===== src/rtl/sync_serial_rx.sv =====
module sync_serial_rx #(
  parameter int BYTE_W      = 8,
  parameter int NREG        = 4,
  parameter int SYNC_STAGES = 2
) (
  input  logic                     clk,
  input  logic                     rst_n,
  input  logic                     rx_en,
  input  logic                     lsb_first,
  input  logic [1:0]               len_sel,
  input  logic                     irq_en,
  input  logic                     sclk,
  input  logic                     sdin,
  input  logic                     cs_n,
  input  logic                     rd_en,
  input  logic [$clog2(NREG)-1:0]  rd_addr,
  output logic [BYTE_W-1:0]        rd_data,
  output logic                     full,
  output logic                     overrun,
  output logic                     irq
);
  localparam int BW = $clog2(BYTE_W);
  localparam int RW = $clog2(NREG);

  logic [SYNC_STAGES-1:0] sck_q, sdi_q, csn_q;
  logic                   sck_d;
  logic [BW-1:0]          bit_cnt;
  logic [RW-1:0]          byte_cnt;
  logic [BYTE_W-1:0]      shreg;
  logic [NREG-1:0][BYTE_W-1:0] stg, rdr;
  logic                   armed;
  logic [RW:0]            nb;

  always_ff @(posedge clk or negedge rst_n)
    if (!rst_n) begin
      sck_q <= '0;
      sdi_q <= '0;
      csn_q <= '1;
      sck_d <= 1'b0;
    end else begin
      sck_q <= {sck_q[SYNC_STAGES-2:0], sclk};
      sdi_q <= {sdi_q[SYNC_STAGES-2:0], sdin};
      csn_q <= {csn_q[SYNC_STAGES-2:0], cs_n};
      sck_d <= sck_q[SYNC_STAGES-1];
    end

  wire rise   = sck_q[SYNC_STAGES-1] & ~sck_d;
  wire sel    = ~csn_q[SYNC_STAGES-1];
  wire bit_in = sdi_q[SYNC_STAGES-1];

  always_comb
    case (len_sel)
      2'b00:   nb = (RW+1)'(1);
      2'b01:   nb = (RW+1)'(2);
      default: nb = (RW+1)'(NREG);
    endcase

  wire [RW:0] nb_m1     = nb - 1'b1;
  wire        last_byte = ({1'b0, byte_cnt} == nb_m1);
  wire [RW:0] rev_slot  = nb_m1 - {1'b0, byte_cnt};
  wire [RW-1:0] slot    = lsb_first ? rev_slot[RW-1:0] : byte_cnt;

  wire [BYTE_W-1:0] shift_nxt = lsb_first ? {bit_in, shreg[BYTE_W-1:1]}
                                          : {shreg[BYTE_W-2:0], bit_in};
  wire take     = rx_en & armed & sel & rise;
  wire byte_end = take & (bit_cnt == BW'(BYTE_W-1));
  wire done     = byte_end & last_byte;
  wire rd_clear = rd_en & (rd_addr == '0);

  always_ff @(posedge clk or negedge rst_n)
    if (!rst_n) begin
      bit_cnt  <= '0;
      byte_cnt <= '0;
      shreg    <= '0;
    end else if (!rx_en || !sel) begin
      bit_cnt  <= '0;
      byte_cnt <= '0;
    end else if (take) begin
      shreg   <= shift_nxt;
      bit_cnt <= bit_cnt + 1'b1;
      if (byte_end) byte_cnt <= last_byte ? '0 : byte_cnt + 1'b1;
    end

  always_ff @(posedge clk or negedge rst_n)
    if (!rst_n) stg <= '0;
    else if (byte_end) stg[slot] <= shift_nxt;

  always_ff @(posedge clk or negedge rst_n)
    if (!rst_n) rdr <= '0;
    else if (done && !full)
      for (int k = 0; k < NREG; k++)
        if (k < int'(nb)) rdr[k] <= (RW'(k) == slot) ? shift_nxt : stg[k];

  always_ff @(posedge clk or negedge rst_n)
    if (!rst_n) begin
      full    <= 1'b0;
      overrun <= 1'b0;
      armed   <= 1'b0;
    end else begin
      if (done && !full) full <= 1'b1;
      else if (rd_clear) full <= 1'b0;
      if (!rx_en) overrun <= 1'b0;
      else if (done && full) overrun <= 1'b1;
      if (!rx_en) armed <= 1'b0;
      else if (rd_clear) armed <= 1'b1;
    end

  assign rd_data = rdr[rd_addr];
  assign irq     = full & irq_en;
endmodule



===== config.mk =====
export PLATFORM = sky130hd
export DESIGN_NAME = sync_serial_rx
export DESIGN_NICKNAME = d
export VERILOG_FILES = /design/src/rtl/sync_serial_rx.sv
export SDC_FILE = /design/constraint.sdc
export NUM_CORES = 1
export LEC_CHECK = 0
export CORE_UTILIZATION = 50
export DETAILED_ROUTE_END_ITERATION = 7
export PLACE_DENSITY_LB_ADDON = 0.08
export SYNTH_ARGS = -nofsm -noshare
export SYNTH_HDL_FRONTEND = slang
export SYNTH_SLANG_ARGS = --single-unit

===== constraint.sdc =====
create_clock -name clk -period 2.5 [get_ports clk]
set_clock_uncertainty 0.1 [all_clocks]
set_input_delay 0.5 -clock clk [delete_from_list [all_inputs] [get_ports clk]]
set_output_delay 0.5 -clock clk [all_outputs]
set_load 0.01 [all_outputs]

### Word-level counts from Yosys, hierarchy flattened

Index checks and enable logic that the tools add are counted.

| operators by class | value |
|---|---|
| add/sub/neg operators | 4 |
| magnitude comparators | 7 |
| eq/ne operators | 8 |
| multiplexer cells | 24 |
| bitwise gates (word level) | 11 |
| reduce and logical (&&, ||, !) cells | 18 |

Operator list:

| kind | count |
|---|---|
| 8-bit two-way mux | 7 |
| 32-bit bitwise mux | 1 |
| 8-bit binary-select mux with 2-bit select | 1 |
| 8-bit demux with 2-bit select | 1 |
| 2-bit AND reduction | 6 |
| 2-bit two-way mux | 5 |
| 1-bit bitwise AND | 8 |
| 2-bit zero test | 3 |
| 1-bit by 3-bit less-than comparator with 1-bit output, first input constant | 2 |
| 2-bit by 3-bit less-than comparator with 1-bit output, first input constant | 2 |
| 2-bit by 3-bit less-than comparator with 1-bit output, second input constant | 2 |
| 1-bit two-way mux | 6 |
| 3-bit two-way mux | 2 |
| 3-bit one-hot mux with 2 select lines | 1 |
| 2-bit nonzero test | 3 |
| 2-bit == test, first input constant | 2 |
| 2-bit by 1-bit != test with 1-bit output, second input constant | 2 |
| 3-bit by 1-bit adder with 3-bit output, second input constant | 1 |
| 2-bit by 3-bit == test with 1-bit output | 1 |
| 3-bit == test, second input constant | 1 |
| 1-bit logical AND | 3 |
| 1-bit NOT | 3 |
| 3-bit by 1-bit subtractor with 3-bit output, second input constant | 1 |
| 2-bit by 1-bit adder with 2-bit output, second input constant | 1 |
| 6 further kinds | 7 |

| storage, ports and cells | value |
|---|---|
| register bits after elaboration | 87 |
| output and inout port bits | 11 |
| word-level logic and storage cells | 90 |

### Logic depth before layout (Yosys ltp)

| depth | value |
|---|---|
| depth in word-level cells | 10 |
| depth in mapped cells | 7 |
| mapped depth without buffers | 6 |

### Worst setup path before layout

No wires, ideal clock.

| timing path | value |
|---|---|
| path type | input to register |
| from | in len_sel[1] |
| to | reg rdr[16] (netlist name) |
| arrival time | 2,118 ps |
| path slack | 158 ps |
| stages | 6 |
| path buffers | 2 |
| path through | buf_4 > or2_2 > ha_1 > or4_1 > buf_2 > mux2_2 |

| between the ends | value |
|---|---|
| word-level cells in the longest chain between the ends | 7 |
| elaborated cells on any way between the ends | 13 |

Ends and longest elaborated chain:

| element | line | source |
|---|---|---|
| from (decl) | 10 | `input logic [1:0] len_sel,` |
| 2-bit by 1-bit == test with 1-bit output or 2-bit zero test (tied branches) | 52 | `case (len_sel)` |
| 3-bit one-hot mux with 2 select lines * | 52 |  |
| 3-bit by 1-bit subtractor with 3-bit output | 58 | `wire [RW:0] nb_m1 = nb - 1'b1;` |
| 2-bit subtractor or 2-bit by 3-bit == test with 1-bit output (tied branches) | 60, 59 |  |
| 2-bit two-way mux or 1-bit bitwise AND (tied branches) | 61, 67 |  |
| 2-bit == test or 1-bit logical AND (tied branches) | 92, 90 |  |
| 8-bit two-way mux or 2-bit AND reduction (tied branches) | -- |  |
| to (decl) | 30 | `logic [NREG-1:0][BYTE_W-1:0] stg, rdr;` |

Every way passes the cells marked *; elsewhere a longest branch is shown, timed or not.
A chain may end at the register's enable or synchronous reset.

### Worst setup path in the final report

| timing path | value |
|---|---|
| from | in len_sel[0] |
| to | reg rdr[22] (netlist name) |

The elaborated chain is that of the path after synthesis.

==> results.sh <==
export IMPL_status="completed"
export IMPL_cp_required_ns=2.65
export IMPL_pwr_share_seq_pct=54.5
export IMPL_report_final_slew_viol_count=0
export IMPL_antenna_found_initial=0
export IMPL_io_pins=24
export IMPL_nets=408
export IMPL_rsz0062_at_grt="no"
export IMPL_final_area_sq_mm=0.00500
export IMPL_ys_async_sr_fraction_pct=100
export IMPL_yosys_warnings=0
export IMPL_synth_edff_count=0
export IMPL_power_density_mw_per_mm2=522
export IMPL_syn_avg_cell_area_sq_um=12.4
export IMPL_drc=0
export IMPL_cts_made_buffers=9
export IMPL_grt_pass1_vias=3028
export IMPL_cap_violations=0
export IMPL_clock_sinks=87
export IMPL_grt_pass1_wl_microns=16100
export IMPL_grt_usage_pct=25.0
export IMPL_num_rows=33
export IMPL_crit_type="in -> reg"
export IMPL_p_sw_uw=620
export IMPL_clkPwrFrac_pct=38.3
export IMPL_total_leakage_power_nw=2.30
export IMPL_drtIter0Drc=163
export IMPL_gp_congestion=0.792
export IMPL_post_synth_top_count_cell="dfrtp_1"
export IMPL_core_sq_mm=0.00822
export IMPL_place_inst=485
export IMPL_cts_setup_buffers=0
export IMPL_dr_pass1_iters=4
export IMPL_grt_start_max_net_pins=67
export IMPL_fin_crit_ns=2.38
export IMPL_fin_crit_sh_pct=95.2
export IMPL_internal_power_mw=1.99
export IMPL_synth_top_area_share_pct=50.3
export IMPL_post_dp_cell_area_sq_mm=0.00478
export IMPL_cts_buffer_depth=2
export IMPL_cts_tree="yes"
export IMPL_peakVddDrop_v=0.000276
export IMPL_routedWlPerCell_microns=19.5
export IMPL_hold_viol=0
export IMPL_netlist_area_sq_mm=0.00423
export IMPL_clock_latency_ns=0.35
export IMPL_worstMarginPinSlew_ns=0.452
export IMPL_h_tree_depth=3
export IMPL_diodes=0
export IMPL_vias=3016
export IMPL_fill_cells=675
export IMPL_critPathArrivalTime_ns=2.53
export IMPL_drive_gt1_share_pct=33.2
export IMPL_fmax_mhz=420
export IMPL_synth_largest_area_cell="dfrtp_1"
export IMPL_final_cells=502
export IMPL_syn_inst=340
export IMPL_routed_via_density=6.01
export IMPL_start_kind="input port"
export IMPL_io_buffers=23
export IMPL_relSlewSlack_pct=69.8
export IMPL_clk_pin_slew_ns=0.09
export IMPL_area_growth_pct=18.1
export IMPL_finalWirelength_microns=9810
export IMPL_ys_types=48
export IMPL_ys_seq_area_share_pct=51.5
export IMPL_drt_antenna_violating_nets=0
export IMPL_yosys_register_bits=87
export IMPL_grt_overflow=0
export IMPL_cp_max_fo=8
export IMPL_pwr_share_comb_pct=7.2
export IMPL_initial_core_util_pct=51.5
export IMPL_ys_top_cells_by_count="dfrtp_1, mux2_2, o31ai_1, a21oi_1, nor3b_1"
export IMPL_swShare_pct=23.8
export IMPL_hpwl_microns=7000
export IMPL_dieArea_sq_mm=0.00884
export IMPL_hold_path_class="reg -> reg"
export IMPL_dieHeight_microns=94.0
export IMPL_synth_area_leaders="dfrtp_1, mux2_2, o31ai_1, mux4_2, a21oi_1"
export IMPL_die_w_microns=94.0
export IMPL_ys_flop_type="dfrtp_1"
export IMPL_r2r_slack_ns=0.31
export IMPL_synth_nets=356
export IMPL_worstSetupEndpointType="flop"
export IMPL_setup_viol=0
export IMPL_cts_root_buf="clkbuf_8"
==> path summary, 6_finish.rpt <==
| check | start | to | cells past startpoint |
|---|---|---|---|
| worst min register to register | csn_q[0]$_DFF_PN1_ | csn_q[1]$_DFF_PN1_ | 0 |
| worst max-delay path | len_sel[0] | rdr[22]$_DFFE_PN0P_ | 6 |
| worst max register to register | byte_cnt[0]$_DFFE_PN0P_ | stg[26]$_DFFE_PN0P_ | 4 |
| worst min-delay path | csn_q[0]$_DFF_PN1_ | csn_q[1]$_DFF_PN1_ | 0 |
| min in group asynchronous | rst_n | sck_d$_DFF_PN0_ | 2 |
| max in group asynchronous | rst_n | stg[26]$_DFFE_PN0P_ | 3 |
==> logic make-up (layout without fill, tap and decap cells) <==
logic type	Yosys count	after routing	share of synthesized area [%]
compound gates	92	92	14.7
xor+xnor	2	2	0.414
fa+ha+maj	3	3	0.887
buf+inv	23	80	3.02
flops	87	87	51.5
mux	65	65	19.4
simple gates	68	68	10.1
==> flip-flops by register name, summed over array words and instances, names as in the netlist <==
signal,flops
stg,32
sck_q,2
rdr,32
overrun,1
armed,1
csn_q,2
shreg,8
sck_d,1
full,1
bit_cnt,3
byte_cnt,2
sdi_q,2
==> power by group through the flow <==
stage	clock (mW)	combinational, mW	sequential [mW]
floorplan	0	0.0883	1.45
global placement	0	0.185	1.45
detailed placement	0	0.186	1.45
CTS	1.02	0.190	1.42
global route	1.07	0.208	1.42
finish	0.999	0.187	1.42
==> layer usage <==
layer	vias up	GRT usage (%)	wire, microns
met1	1534	36.0	4530
met5	-	0	0
li1	1390	-	-
met4	0	9.62	237
met3	15	4.53	549
met2	77	37.4	4500
==> worst max-delay path, cell delays in order <==
cell and delay [ns]:
clkdlybuf4s50_1 0.47, or2_2 0.31, ha_1 0.27, or4_1 0.51, buf_4 0.19, mux2_2 0.27
==> through the flow <==
step / worst slack [ns] / setup TNS, ns / hold WS, ns / utilization [%] / total power [mW]
after global routing: 0.0326 / 0 / 0.273 / 60.8 / 2.70
after floorplan: 0.158 / 0 / 0.104 / - / 1.54
after detailed placement: -0.264 / -9.36 / 0.247 / 58.2 / 1.64
after global placement: -0.230 / -9.19 / 0.233 / 58.2 / 1.63
after CTS: 0.129 / 0 / 0.266 / 60.8 / 2.63
final: 0.120 / 0 / 0.264 / 60.8 / 2.61
==> cell usage in the layout, fill, tap and decap left out, types with 4 or more instances in the layout <==
cell,instances
nand2b_1,4
nand2_1,9
a21oi_1,31
mux4_2,8
dfrtp_1,85
mux2_2,55
clkdlybuf4s15_1,4
nor3_1,8
buf_4,36
o21ai_0,16
o31ai_1,33
clkdlybuf4s50_1,13
dlygate4sd2_1,4
nor2_1,6
clkbuf_8,10
nor3b_1,17
==> cell type report <==
cell class / instances / area, sq um / area share, %
inverter: 1 / 3.75 / 0.0751
clock inverter: 5 / 57.6 / 1.15
timing repair buffer: 63 / 559 / 11.2
clock buffer: 11 / 141 / 2.83
tap: 105 / 131 / 2.63
sequential: 87 / 2180 / 43.6
multi-input combinational: 230 / 1920 / 38.5
==> what timing repair did <==
action	in CTS	in global routing
resized for setup	17	0
hold endpoints to repair	19	0
setup endpoints to repair	8	0
hold buffers	1	0
Power figures use the tool's default switching activity.
